$ cat config.mk
export PLATFORM = sky130hd
export DESIGN_NAME = aai_prog_seq
export DESIGN_NICKNAME = d
export VERILOG_FILES = /design/src/rtl/aai_seq_pkg.sv /design/src/rtl/aai_word_fetch.sv /design/src/rtl/aai_frame_tx.sv /design/src/rtl/aai_seq_ctrl.sv /design/src/rtl/aai_prog_seq.sv
export SDC_FILE = /design/constraint.sdc
export NUM_CORES = 1
export LEC_CHECK = 0
export CAP_MARGIN = 20
export CORE_MARGIN = 2
export CORE_UTILIZATION = 45
export CTS_CLUSTER_DIAMETER = 120
export CTS_CLUSTER_SIZE = 20
export DETAILED_ROUTE_END_ITERATION = 10
export PLACE_DENSITY = 0.63
export SLEW_MARGIN = 20
export SYNTH_ARGS = -nofsm -noshare
export SYNTH_HDL_FRONTEND = slang
export SYNTH_SLANG_ARGS = --single-unit
$ cat constraint.sdc
create_clock -name clk -period 3.6 [get_ports clk]
set_input_delay 0.54 -clock clk [delete_from_list [all_inputs] [get_ports clk]]
set_output_delay 0.54 -clock clk [all_outputs]
set_load 0.03 [all_outputs]
$ cat src/rtl/aai_seq_pkg.sv
package aai_seq_pkg;

  localparam int ADDR_W   = 24;
  localparam int BUSY_BIT = 0;

  localparam logic [7:0] OP_WREN   = 8'h06;
  localparam logic [7:0] OP_WRDI   = 8'h04;
  localparam logic [7:0] OP_AAI    = 8'hAD;
  localparam logic [7:0] OP_RDSR   = 8'h05;
  localparam logic [7:0] RDSR_FILL = 8'h00;
  localparam logic [7:0] BLANK     = 8'hFF;

  typedef enum logic [2:0] {
    FR_WREN, FR_FIRST, FR_NEXT, FR_RDSR, FR_WRDI
  } frame_e;

  // number of bytes in each frame kind
  function automatic logic [2:0] frame_len(frame_e k);
    case (k)
      FR_FIRST: return 3'd6;
      FR_NEXT:  return 3'd3;
      FR_RDSR:  return 3'd2;
      default:  return 3'd1;
    endcase
  endfunction

  // byte i of a frame; word is {upper byte, lower byte}
  function automatic logic [7:0] frame_byte(frame_e k, logic [2:0] i,
                                            logic [ADDR_W-1:0] a, logic [15:0] w);
    case (k)
      FR_WREN: return OP_WREN;
      FR_WRDI: return OP_WRDI;
      FR_RDSR: return (i == 3'd0) ? OP_RDSR : RDSR_FILL;
      FR_NEXT: begin
        case (i)
          3'd0:    return OP_AAI;
          3'd1:    return w[7:0];
          default: return w[15:8];
        endcase
      end
      default: begin
        case (i)
          3'd0:    return OP_AAI;
          3'd1:    return a[23:16];
          3'd2:    return a[15:8];
          3'd3:    return a[7:0];
          3'd4:    return w[7:0];
          default: return w[15:8];
        endcase
      end
    endcase
  endfunction

  function automatic logic word_blank(logic [15:0] w);
    return w == {BLANK, BLANK};
  endfunction

  function automatic int unsigned words_for(int unsigned n);
    return (n + 1) >> 1;
  endfunction

endpackage

$ cat src/rtl/aai_word_fetch.sv
module aai_word_fetch
  import aai_seq_pkg::*;
#(
  parameter int CNT_W = 16
) (
  input  logic             clk,
  input  logic             rst_n,
  input  logic             load,
  input  logic [CNT_W-1:0] load_count,
  input  logic             take,
  input  logic             src_valid,
  input  logic [7:0]       src_data,
  output logic             src_ready,
  output logic             word_valid,
  output logic [15:0]      word
);

  typedef enum logic [1:0] {W_IDLE, W_LO, W_HI, W_HAVE} wst_e;

  wst_e             st_q;
  logic [CNT_W-1:0] left_q;
  logic [7:0]       lo_q, hi_q;

  assign src_ready  = (st_q == W_LO) || (st_q == W_HI);
  assign word_valid = (st_q == W_HAVE);
  assign word       = {hi_q, lo_q};

  always_ff @(posedge clk or negedge rst_n) begin
    if (!rst_n) begin
      st_q   <= W_IDLE;
      left_q <= '0;
      lo_q   <= '0;
      hi_q   <= '0;
    end else if (load) begin
      left_q <= load_count;
      st_q   <= W_IDLE;
    end else begin
      case (st_q)
        W_IDLE: if (take) st_q <= W_LO;
        W_LO: if (src_valid) begin
          lo_q   <= src_data;
          left_q <= left_q - 1'b1;
          if (left_q == CNT_W'(1)) begin
            hi_q <= BLANK;
            st_q <= W_HAVE;
          end else begin
            st_q <= W_HI;
          end
        end
        W_HI: if (src_valid) begin
          hi_q   <= src_data;
          left_q <= left_q - 1'b1;
          st_q   <= W_HAVE;
        end
        default: st_q <= W_IDLE;
      endcase
    end
  end


  no_over_read_chk: assert property (@(posedge clk) disable iff (!rst_n)
    src_ready |-> (left_q != '0));

endmodule

$ cat src/rtl/aai_frame_tx.sv
module aai_frame_tx
  import aai_seq_pkg::*;
(
  input  logic              clk,
  input  logic              rst_n,
  input  logic              fr_start,
  input  frame_e            fr_kind,
  input  logic [ADDR_W-1:0] fr_addr,
  input  logic [15:0]       fr_word,
  input  logic              xfer_ack,
  input  logic [7:0]        xfer_rx,
  output logic              spi_cs,
  output logic              xfer_req,
  output logic [7:0]        xfer_tx,
  output logic              frame_done,
  output logic [7:0]        frame_rx
);

  logic              active_q, done_q;
  frame_e            kind_q;
  logic [2:0]        idx_q;
  logic [ADDR_W-1:0] addr_q;
  logic [15:0]       word_q;
  logic [7:0]        rx_q;
  logic              last_byte;

  assign last_byte  = (idx_q == frame_len(kind_q) - 3'd1);
  assign spi_cs     = active_q;
  assign xfer_req   = active_q;
  assign xfer_tx    = frame_byte(kind_q, idx_q, addr_q, word_q);
  assign frame_done = done_q;
  assign frame_rx   = rx_q;

  always_ff @(posedge clk or negedge rst_n) begin
    if (!rst_n) begin
      active_q <= 1'b0;
      done_q   <= 1'b0;
      kind_q   <= FR_WREN;
      idx_q    <= '0;
      addr_q   <= '0;
      word_q   <= '0;
      rx_q     <= '0;
    end else begin
      done_q <= 1'b0;
      if (fr_start) begin
        active_q <= 1'b1;
        kind_q   <= fr_kind;
        idx_q    <= '0;
        addr_q   <= fr_addr;
        word_q   <= fr_word;
      end else if (active_q && xfer_ack) begin
        rx_q <= xfer_rx;
        if (last_byte) begin
          active_q <= 1'b0;
          done_q   <= 1'b1;
        end else begin
          idx_q <= idx_q + 3'd1;
        end
      end
    end
  end


  start_when_idle_chk: assert property (@(posedge clk) disable iff (!rst_n)
    fr_start |-> !active_q);

endmodule

$ cat src/rtl/aai_seq_ctrl.sv
module aai_seq_ctrl
  import aai_seq_pkg::*;
#(
  parameter int CNT_W = 16
) (
  input  logic              clk,
  input  logic              rst_n,
  input  logic              start,
  input  logic [ADDR_W-1:0] start_addr,
  input  logic [CNT_W-1:0]  byte_count,
  input  logic              word_valid,
  input  logic [15:0]       word,
  input  logic              frame_done,
  input  logic [7:0]        frame_rx,
  input  logic              spi_cs,
  output logic              fetch_load,
  output logic              fetch_take,
  output logic              fr_start,
  output frame_e            fr_kind,
  output logic [ADDR_W-1:0] fr_addr,
  output logic [15:0]       fr_word,
  output logic              busy,
  output logic              done,
  output logic              addr_err
);

  typedef enum logic [1:0] {S_IDLE, S_FETCH, S_WAIT, S_DONE} st_e;

  st_e               st_q, st_d;
  logic [ADDR_W-1:0] addr_q, addr_d;
  logic [CNT_W-1:0]  wl_q, wl_d;
  logic              run_q, run_d;
  logic [15:0]       word_q, word_d;
  frame_e            cur_q, cur_d;
  logic              err_q, err_d;
  logic              status_busy;

  assign status_busy = frame_rx[BUSY_BIT];
  assign fetch_take  = (st_q == S_FETCH);
  assign fr_addr     = addr_q;
  assign fr_word     = word_q;
  assign busy        = (st_q != S_IDLE);
  assign done        = (st_q == S_DONE);
  assign addr_err    = err_q;

  always_comb begin
    st_d       = st_q;
    addr_d     = addr_q;
    wl_d       = wl_q;
    run_d      = run_q;
    word_d     = word_q;
    cur_d      = cur_q;
    err_d      = 1'b0;
    fr_start   = 1'b0;
    fr_kind    = FR_WREN;
    fetch_load = 1'b0;
    case (st_q)
      S_IDLE: if (start) begin
        if (start_addr[0]) begin
          err_d = 1'b1;
        end else begin
          fetch_load = 1'b1;
          addr_d     = start_addr;
          wl_d       = CNT_W'(words_for(32'(byte_count)));
          run_d      = 1'b0;
          st_d       = (wl_d == '0) ? S_DONE : S_FETCH;
        end
      end
      S_FETCH: if (word_valid) begin
        word_d = word;
        if (word_blank(word)) begin
          addr_d = addr_q + ADDR_W'(2);
          wl_d   = wl_q - 1'b1;
          if (run_q) begin
            fr_start = 1'b1;
            fr_kind  = FR_WRDI;
            run_d    = 1'b0;
            st_d     = S_WAIT;
          end else begin
            st_d = (wl_q == CNT_W'(1)) ? S_DONE : S_FETCH;
          end
        end else begin
          fr_start = 1'b1;
          fr_kind  = run_q ? FR_RDSR : FR_WREN;
          st_d     = S_WAIT;
        end
      end
      S_WAIT: if (frame_done) begin
        case (cur_q)
          FR_WREN: begin
            fr_start = 1'b1;
            fr_kind  = FR_FIRST;
          end
          FR_RDSR: begin
            fr_start = 1'b1;
            fr_kind  = status_busy ? FR_RDSR : FR_NEXT;
          end
          FR_FIRST, FR_NEXT: begin
            addr_d = addr_q + ADDR_W'(2);
            wl_d   = wl_q - 1'b1;
            run_d  = 1'b1;
            if (wl_q == CNT_W'(1)) begin
              fr_start = 1'b1;
              fr_kind  = FR_WRDI;
              run_d    = 1'b0;
            end else begin
              st_d = S_FETCH;
            end
          end
          default: st_d = (wl_q == '0) ? S_DONE : S_FETCH;
        endcase
      end
      default: st_d = S_IDLE;
    endcase
    if (fr_start) cur_d = fr_kind;
  end

  always_ff @(posedge clk or negedge rst_n) begin
    if (!rst_n) begin
      st_q   <= S_IDLE;
      addr_q <= '0;
      wl_q   <= '0;
      run_q  <= 1'b0;
      word_q <= '0;
      cur_q  <= FR_WREN;
      err_q  <= 1'b0;
    end else begin
      st_q   <= st_d;
      addr_q <= addr_d;
      wl_q   <= wl_d;
      run_q  <= run_d;
      word_q <= word_d;
      cur_q  <= cur_d;
      err_q  <= err_d;
    end
  end


  next_needs_idle_chk: assert property (@(posedge clk) disable iff (!rst_n)
    (fr_start && fr_kind == FR_NEXT) |-> (run_q && !status_busy));


  blank_no_open_chk: assert property (@(posedge clk) disable iff (!rst_n)
    (st_q == S_FETCH && word_valid && word_blank(word)) |-> !(fr_start && fr_kind == FR_WREN));


  done_once_chk: assert property (@(posedge clk) disable iff (!rst_n)
    done |=> !done);


  err_quiet_chk: assert property (@(posedge clk) disable iff (!rst_n)
    addr_err |-> (!spi_cs && !busy));


  launch_idle_chk: assert property (@(posedge clk) disable iff (!rst_n)
    fr_start |-> !spi_cs);


  busy_start_chk: assert property (@(posedge clk) disable iff (!rst_n)
    (busy && start) |=> !addr_err);

endmodule

$ cat src/rtl/aai_prog_seq.sv
module aai_prog_seq
  import aai_seq_pkg::*;
#(
  parameter int CNT_W = 16
) (
  input  logic             clk,
  input  logic             rst_n,
  input  logic             start,
  input  logic [23:0]      start_addr,
  input  logic [CNT_W-1:0] byte_count,
  input  logic             src_valid,
  input  logic [7:0]       src_data,
  output logic             src_ready,
  output logic             spi_cs,
  output logic             xfer_req,
  output logic [7:0]       xfer_tx,
  input  logic             xfer_ack,
  input  logic [7:0]       xfer_rx,
  output logic             busy,
  output logic             done,
  output logic             addr_err
);

  logic              fetch_load, fetch_take, word_valid;
  logic [15:0]       word;
  logic              fr_start, frame_done;
  frame_e            fr_kind;
  logic [ADDR_W-1:0] fr_addr;
  logic [15:0]       fr_word;
  logic [7:0]        frame_rx;

  aai_word_fetch #(.CNT_W(CNT_W)) u_fetch (
    .clk        (clk),
    .rst_n      (rst_n),
    .load       (fetch_load),
    .load_count (byte_count),
    .take       (fetch_take),
    .src_valid  (src_valid),
    .src_data   (src_data),
    .src_ready  (src_ready),
    .word_valid (word_valid),
    .word       (word)
  );

  aai_seq_ctrl #(.CNT_W(CNT_W)) u_ctrl (
    .clk        (clk),
    .rst_n      (rst_n),
    .start      (start),
    .start_addr (start_addr),
    .byte_count (byte_count),
    .word_valid (word_valid),
    .word       (word),
    .frame_done (frame_done),
    .frame_rx   (frame_rx),
    .spi_cs     (spi_cs),
    .fetch_load (fetch_load),
    .fetch_take (fetch_take),
    .fr_start   (fr_start),
    .fr_kind    (fr_kind),
    .fr_addr    (fr_addr),
    .fr_word    (fr_word),
    .busy       (busy),
    .done       (done),
    .addr_err   (addr_err)
  );

  aai_frame_tx u_tx (
    .clk        (clk),
    .rst_n      (rst_n),
    .fr_start   (fr_start),
    .fr_kind    (fr_kind),
    .fr_addr    (fr_addr),
    .fr_word    (fr_word),
    .xfer_ack   (xfer_ack),
    .xfer_rx    (xfer_rx),
    .spi_cs     (spi_cs),
    .xfer_req   (xfer_req),
    .xfer_tx    (xfer_tx),
    .frame_done (frame_done),
    .frame_rx   (frame_rx)
  );

endmodule

==> flow_summary.yaml, run 1 <==
timing:
  rsz0062_at_grt: "false"
  max_clock_freq_mhz: 297.0
  fin_crit_ps: 3368
  setup_violations: 0
  slew_headroom: 0.3625
  drv_slew: 0
  tightest_slew_ps: 956.2
  final.setup_skew_ps: 12.39
  fin_setup_tns_ps: 0
  hold_slack_ps: 199.9
  hold_viol: 0
  finalWorstSetupSlack_ps: 232.4
  min_period_over_period: 0.9354
setup_path:
  cp_cell_sequence: "inv_1 -> ha_1 -> or2_2 -> a211oi_2 -> buf_4 -> a21oi_1 -> nand2_1 -> o211ai_1 -> o31ai_1 -> clkdlybuf4s15_1"
  worstPathArrival_ps: 2830
  worstPathMaxFanout: 9
  worst_r2r_path_depth: 6
  endpoint_kind: "output pin"
  start_kind: "register"
  criticalPathCategory: "register to output pin"
  slowest_delay_ps: 430
  required_ps: 3060
  timing.rr.end: "u_tx.addr_q[5]$_DFFE_PN0N_"
  reg2reg_from: "u_ctrl.wl_q[6]$_DFFE_PN0P_"
  reg2reg_setup_slack_ps: 590
  cpMaxStageDelayCell: "clkdlybuf4s15_1"
synthesis:
  netlist_instances: 808
  synth_cell_types: 69
  synth_top_area_share: 0.4420
  synth_common_cells: "dfrtp_1 (141), mux2_2 (68), nand2_1 (64), o21ai_0 (58), a21oi_1 (45)"
  synth-warning-count: 0
  ys_ff_latch: 141
  avgSynthCellArea_sq_um: 9.880
  async_flop_share: 1.000
  yosys.area.top_type: "dfrtp_1"
  synth-seq-area-share: 0.4420
  synth-edff-count: 0
  yosysMostFrequentCell: "dfrtp_1"
  syn_area_sq_um: 7983
  syn-num-nets: 889
  yosys-top-cells-area: "dfrtp_1 (44%), mux2_2 (9.6%), o21ai_0 (3.6%)"
  ys.flop_type: "dfrtp_1"
placed_design:
  dp_cells: 1067
  hpwl_um: 14200
  placed_area_sq_um: 8820
  io_buffers: 67
  routabilityCongestion: 0.9148
  place_worst_setup_slack_ps: 324.0
layout:
  nNetsFinal: 943
  finalInstanceArea_sq_um: 9438
  n_antenna_cell: 0
  fin_cells: 1100
  drive_gt1_frac: 0.1554
  area_growth_pct: 18.23
  multi_input_area_sq_um: 4164
  fillCellCount: 1536
  final_util: 0.5456
  seq_area_sq_um: 3528
global_routing:
  grt_pass1_wl_um: 32490
  gr-total-overflow: 0
  antenna_found_initial: 0
  grt_pass1_vias: 6194
  globalRouteTotalUtil: 0.2221
  grt_max_degree: 114
cts:
  cts_tree: "built"
  clk_latency_ps: 430
  postCtsSetupBuffers: 0
  clock_path_buffers: 2
  cts-root-buf: "clkbuf_16"
  hold_buffers: 0
  clkTransAtPathRegs_ps: 60
  cts_buffers: 17
  clock_sinks: 141
  htreeDepth: 4
routing:
  wl_per_cell_um: 18.35
  drtIter0Drc: 506
  num_vias: 6622
  firstDrtPassIters: 5
  ant_nets: 0
  vias_per_cell: 6.020
  wl_um: 20180
  drc_errors: 0
power:
  p_sw_frac: 0.4207
  seqPwrFrac: 0.365
  powerDensity_nw_per_um2: 881.8
  ir_drop_uv: 475.5
  netSwitchingPower_mw: 3.502
  p_leak_nw: 3.819
  combPwrFrac: 0.422
  intPower_mw: 4.821
  power_mw: 8.323
  pwr-share-clk: 0.213
floorplan:
  die_h_um: 137.2
  ioPinCount: 75
  initial_utilization: 0.4615
  rows: 48
  core_sq_um: 17300
  die_w_um: 137.2
  die_area_sq_um: 18820
status:
  status: "complete, no violations"
worst_hold_path:
  hold_class: "input pin to asynchronous set/reset pin"
job:
  cap_violations: 0
## registers in the layout, summed over array words and instances, names as in the netlist, 8 cells and up
register,flops
u_ctrl.fr_addr,23
u_ctrl.fr_word,16
u_fetch.left_q,16
u_ctrl.wl_q,16
u_tx.word_q,16
u_fetch.hi_q,8
u_tx.addr_q,23
u_fetch.lo_q,8
## area by class of cell
cell class | instances | share of cell area
multi-input cells | 601 | 0.4412
inverters | 19 | 0.007557
clock buffers | 17 | 0.04507
flip-flops and latches | 141 | 0.3739
repair buffers | 82 | 0.08538
clock inverters | 15 | 0.01710
well taps | 225 | 0.02983
## worst max-delay path by stage
| stage | startpoint | endpoint | slack [ps] | cells after the start |
|---|---|---|---|---|
| 2_1_floorplan | u_tx.idx_q[0]$_DFFE_PN0P_ | xfer_tx[0] | 590 | 7 |
| 3_3_place_gp | u_tx.idx_q[0]$_DFFE_PN0P_ | xfer_tx[7] | 340 | 8 |
| 3_5_place_dp | u_tx.idx_q[0]$_DFFE_PN0P_ | xfer_tx[3] | 320 | 8 |
| 4_1_cts | u_tx.idx_q[0]$_DFFE_PN0P_ | xfer_tx[4] | 3 | 8 |
| 5_1_grt | u_tx.idx_q[0]$_DFFE_PN0P_ | xfer_tx[0] | 7 | 10 |
| 6_report | u_tx.idx_q[0]$_DFFE_PN0P_ | xfer_tx[0] | 230 | 10 |
## layout by cell type, fill, tap and decap left out, types with 16 or more instances in the layout
cell type        instances
nor2_1                  39
xnor2_1                 16
nor3_1                  25
inv_1                   18
nand3_1                 36
clkdlybuf4s50_1         58
nand2_1                 64
ha_1                    19
clkbuf_16               17
dfrtp_1                141
mux2_2                  68
o21ai_0                 58
nand4_1                 17
a21oi_1                 45
xor2_1                  16
o22ai_1                 29
## cell families (layout without fill, tap and decap cells)
logic type,Yosys count,after routing,share of synthesized area
multiplexers,82,82,0.1141
AND/OR/NAND/NOR,253,253,0.1657
XOR/XNOR,32,32,0.03511
flip-flops,141,141,0.4420
adder cells (fa/ha/maj),20,20,0.03135
AO/OA/AOI/OAI,214,214,0.1735
buffers and inverters,66,133,0.03824
## power groups by stage
stage	combinational [mW]	clock (mW)	sequential (mW)
after global routing	3.88	1.88	3.13
after CTS	3.51	1.80	3.02
after floorplan	2.72	0	2.75
final	3.52	1.77	3.04
after detailed placement	3.50	0	3.04
after global placement	3.38	0	3.00
## critical path: cells and delay by family (launching register included)
family / cells / cell delay [ps]
adder cells (fa/ha/maj): 1 / 330
AO/OA/AOI/OAI: 4 / 510
buffers and inverters: 3 / 760
AND/OR/NAND/NOR: 2 / 390
flip-flops: 1 / 400
## routing by layer
layer,global-route usage,routed length [um],up-vias
met3,0.04967,982,21
met1,0.3074,9190,3281
met5,0,0,-
li1,-,-,3118
met4,0.06472,276,0
met2,0.3505,9734,202
## timing repair
action                     in CTS  in global routing
setup endpoints to repair       7                  3
resized for setup               7                  3
hold endpoints to repair        0                  0
No activity file was read; power rests on OpenSTA's default activity.
==> inputs of run 2 (changes only) <==
Settings changed: CAP_MARGIN 20 to 40, CORE_MARGIN 2 to unset.
==> run 2 against run 1 <==
  * Setup slack worse by 24 ps
  * Critical path depth unchanged
  * Hold slack better by 290 ps
  * Final area up 0.11%
  * Highest routed layer unchanged
  * Flip-flop and latch count unchanged
  * Die area down 2.9%
  * Sequential power about the same
==> flow_summary.yaml, run 2 (synthesis results as in run 1) <==
status:
  status: "complete, no violations"
cts:
  clock_sinks: 141
  clkTransAtPathRegs_ps: 60
  cts-root-buf: "clkbuf_16"
  clk_latency_ps: 420
  htreeDepth: 4
  cts_buffers: 17
  clock_path_buffers: 2
  cts_tree: "built"
  postCtsSetupBuffers: 0
global_routing:
  antenna_found_initial: 0
  globalRouteTotalUtil: 0.2284
  grt_pass1_vias: 6308
  grt_pass1_wl_um: 32580
  grt_max_degree: 92
  gr-total-overflow: 0
timing:
  drv_slew: 0
  max_clock_freq_mhz: 294.8
  final.setup_skew_ps: 10.20
  fin_crit_ps: 3392
  fin_setup_tns_ps: 0
  tightest_slew_ps: 693.2
  setup_violations: 0
  finalWorstSetupSlack_ps: 208.3
  slew_headroom: 0.5343
  rsz0062_at_grt: "false"
  min_period_over_period: 0.9421
  hold_viol: 0
worst_hold_path:
  hold_class: "input pin to asynchronous set/reset pin"
power:
  p_leak_nw: 3.811
  powerDensity_nw_per_um2: 871.9
  ir_drop_uv: 462.1
  power_mw: 8.238
setup_path:
  cpMaxStageDelayCell: "dlygate4sd2_1"
  worstPathArrival_ps: 2850
  worstPathMaxFanout: 9
  cp_cell_sequence: "inv_1 -> ha_1 -> or2_2 -> a211oi_2 -> buf_4 -> a21oi_1 -> nand2_1 -> o211ai_1 -> o31ai_1 -> dlygate4sd2_1"
  criticalPathCategory: "register to output pin"
  slowest_delay_ps: 440
  start_kind: "register"
  required_ps: 3060
  endpoint_kind: "output pin"
  critPathTopFamily: "buffers and inverters"
  crit_buf_inv: 3
placed_design:
  dp_cells: 1067
  io_buffers: 67
  hpwl_um: 14260
  place_worst_setup_slack_ps: 347.9
  routabilityCongestion: 0.8645
routing:
  wl_per_cell_um: 18.08
  ant_nets: 0
  firstDrtPassIters: 5
  num_vias: 6516
  vias_per_cell: 5.913
  drc_errors: 0
  wl_um: 19920
  drtIter0Drc: 531
floorplan:
  rows: 48
  die_h_um: 135.2
  core_sq_um: 17300
  initial_utilization: 0.4615
  ioPinCount: 75
  die_w_um: 135.2
  die_area_sq_um: 18280
layout:
  fin_cells: 1102
  layout_commonest_cell: "dfrtp_1"
  n_antenna_cell: 0
  area_growth_pct: 18.35
  nNetsFinal: 945
  fillCellCount: 1541
  drive_gt1_frac: 0.1551
  layout.cells.most_common_list: "dfrtp_1 (141), mux2_2 (68), nand2_1 (64)"
job:
  cap_violations: 0
[run 2: worst paths after layout]
path / startpoint / endpoint / slack, ps / cells past startpoint
hold reg to reg: u_tx.addr_q[18]$_DFFE_PN0N_ / u_tx.addr_q[18]$_DFFE_PN0N_ / 500 / 1
max in group asynchronous: rst_n / u_ctrl.st_q[0]$_DFFE_PN0P_ / 2170 / 4
hold / removal: rst_n / u_ctrl.wl_q[11]$_DFFE_PN0P_ / 490 / 2
min in group clk: u_tx.addr_q[18]$_DFFE_PN0N_ / u_tx.addr_q[18]$_DFFE_PN0N_ / 500 / 1
setup / recovery: u_tx.idx_q[0]$_DFFE_PN0P_ / xfer_tx[0] / 210 / 10
setup reg to reg: u_fetch.st_q[0]$_DFFE_PN0P_ / u_fetch.left_q[14]$_DFFE_PN0P_ / 770 / 8
[run 2: cell type report]
cell class / count / area [sq um] / area share
inverters: 19 / 71.32 / 0.007549
flip-flops and latches: 141 / 3528 / 0.3735
repair buffers: 84 / 825.8 / 0.08741
well taps: 225 / 281.5 / 0.02980
clock buffers: 19 / 442.9 / 0.04688
clock inverters: 13 / 133.9 / 0.01417
multi-input cells: 601 / 4164 / 0.4407
[run 2: repair_timing]
action	in CTS	in global routing
hold buffers	0	1
hold endpoints to repair	0	9
setup endpoints to repair	7	1
resized for setup	8	1
pin swaps	0	0
[run 2: power by group]
group          switching, mW  internal, mW  total (mW)
Clock                  0.731         0.985        1.72
Sequential             0.734          2.29        3.03
Combinational           1.95          1.54        3.49
Total                   3.42          4.82        8.24
[run 2: layer usage]
metal / GRT usage / vias to the layer above / share of wire
met2: 0.3644 / 172 / 0.47
li1: - / 3140 / -
met3: 0.03591 / 17 / 0.044
met5: 0 / - / 0
met1: 0.3163 / 3187 / 0.47
met4: 0.07678 / 0 / 0.016
[run 2: metrics by stage]
stage,hold WS [ps],util,instance area [sq um]
floorplan,244.4,-,7983
global placement,473.6,0.5106,8832
detailed placement,485.6,0.5106,8832
CTS,216.3,0.5436,9403
global route,494.0,0.5462,9448
finish,491.3,0.5462,9448
==> inputs of run 3 (changes only) <==
Settings changed: CAP_MARGIN 40 to 20.
==> run 3 against run 2 <==
  * Setup slack better by 17 ps
  * Clock skew rose by 1.3 ps
  * Register-to-register slack about the same
  * Critical path type unchanged
==> flow_summary.yaml, run 3 (synthesis results as in run 1) <==
floorplan:
  die_area_sq_um: 18280
  die_w_um: 135.2
  ioPinCount: 75
  core_sq_um: 17300
  initial_utilization: 0.4615
  die_h_um: 135.2
  rows: 48
cts:
  hold_buffers: 0
  clock_path_buffers: 2
  clk_latency_ps: 420
  clock_sinks: 141
  htreeDepth: 4
  cts-root-buf: "clkbuf_16"
  clkTransAtPathRegs_ps: 60
  cts_buffers: 17
  cts_tree: "built"
timing:
  max_clock_freq_mhz: 296.3
  fin_crit_ps: 3374
  slew_headroom: 0.4090
  final.setup_skew_ps: 11.48
  hold_viol: 0
  setup_violations: 0
  fin_setup_tns_ps: 0
  drv_slew: 0
  rsz0062_at_grt: "false"
  min_period_over_period: 0.9374
  tightest_slew_ps: 878.4
  finalWorstSetupSlack_ps: 225.5
routing:
  ant_nets: 0
  drc_errors: 0
  wl_um: 19910
  vias_per_cell: 5.936
  firstDrtPassIters: 5
  drtIter0Drc: 542
  wl_per_cell_um: 18.12
  num_vias: 6524
setup_path:
  required_ps: 3060
  worstPathMaxFanout: 9
  criticalPathCategory: "register to output pin"
  start_kind: "register"
  worstPathArrival_ps: 2830
  endpoint_kind: "output pin"
placed_design:
  hpwl_um: 14260
  place_worst_setup_slack_ps: 347.9
  io_buffers: 67
  routabilityCongestion: 0.8645
global_routing:
  gr-total-overflow: 0
  grt_max_degree: 92
  grt_pass1_wl_um: 32580
  globalRouteTotalUtil: 0.2284
  antenna_found_initial: 0
  grt_pass1_vias: 6308
layout:
  n_antenna_cell: 0
  nNetsFinal: 942
  layout_commonest_cell: "dfrtp_1"
  drive_gt1_frac: 0.1533
  area_growth_pct: 17.82
  layout.cells.most_common_list: "dfrtp_1 (141), mux2_2 (68), nand2_1 (64)"
power:
  p_leak_nw: 3.790
  ir_drop_uv: 459.8
  powerDensity_nw_per_um2: 873.9
worst_hold_path:
  hold_class: "input pin to asynchronous set/reset pin"
status:
  status: "complete, no violations"
job:
  cap_violations: 0
==> run 3: metal layers <==
| metal | track usage | vias to the layer above | part of all wire | routed length (um) |
|---|---|---|---|---|
| met5 | 0 | - | 0 | 0 |
| met4 | 0.07678 | 0 | 0.015 | 297 |
| met3 | 0.03591 | 15 | 0.048 | 963 |
| met2 | 0.3644 | 183 | 0.48 | 9473 |
| met1 | 0.3163 | 3195 | 0.46 | 9176 |
| li1 | - | 3131 | - | - |
==> run 3: layout make-up <==
| cell class | instances | area (sq um) |
|---|---|---|
| clock buffer | 19 | 442.9 |
| clock inverter | 13 | 133.9 |
| fill | 1547 | 7891 |
| timing repair buffer | 81 | 783.3 |
| inverter | 19 | 71.32 |
| multi-input combinational | 601 | 4164 |
| tap | 225 | 281.5 |
| sequential | 141 | 3528 |
==> run 3: final timing paths <==
| check | end | startpoint | depth (start not counted) | slack (ps) |
|---|---|---|---|---|
| max in group asynchronous | u_ctrl.st_q[0]$_DFFE_PN0P_ | rst_n | 2 | 2570 |
| max reg2reg | u_fetch.left_q[14]$_DFFE_PN0P_ | u_fetch.st_q[0]$_DFFE_PN0P_ | 8 | 760 |
| min | u_ctrl.wl_q[9]$_DFFE_PN0P_ | rst_n | 1 | 180 |
| max | xfer_tx[0] | u_tx.idx_q[0]$_DFFE_PN0P_ | 10 | 230 |
| min reg2reg | u_tx.addr_q[18]$_DFFE_PN0N_ | u_tx.addr_q[18]$_DFFE_PN0N_ | 1 | 500 |
| min in group clk | u_tx.addr_q[18]$_DFFE_PN0N_ | u_tx.addr_q[18]$_DFFE_PN0N_ | 1 | 500 |
==> run 3: worst max-delay path, stage by stage (launching register included) <==
cell and delay [ps]:
dfrtp_1 400, inv_1 130, ha_1 330, or2_2 320, a211oi_2 210, buf_4 200
a21oi_1 100, nand2_1 70, o211ai_1 90, o31ai_1 120, dlygate4sd2_1 440
==> run 3: report_power, final <==
group | internal, mW | total (mW) | switching, mW
sequential | 2.29 | 3.03 | 0.735
clock | 0.985 | 1.71 | 0.728
combinational | 1.54 | 3.48 | 1.94
total | 4.81 | 8.22 | 3.41
==> run 3: through the flow <==
stage	instance area, sq um	hold WS (ps)	std cells	utilization	power, mW
finish	9405	184.6	1099	0.5438	8.219
global route	9405	250.7	1099	0.5438	8.816
CTS	9403	216.3	1099	0.5436	8.261
detailed placement	8832	485.6	1067	0.5106	6.535
global placement	8832	473.6	1067	0.5106	6.377
floorplan	7983	244.4	808	-	5.477
==> run 3: repair_timing <==
action	CTS	global route
gates resized for setup	8	1
setup endpoints to repair	7	1
buffers inserted	0	0
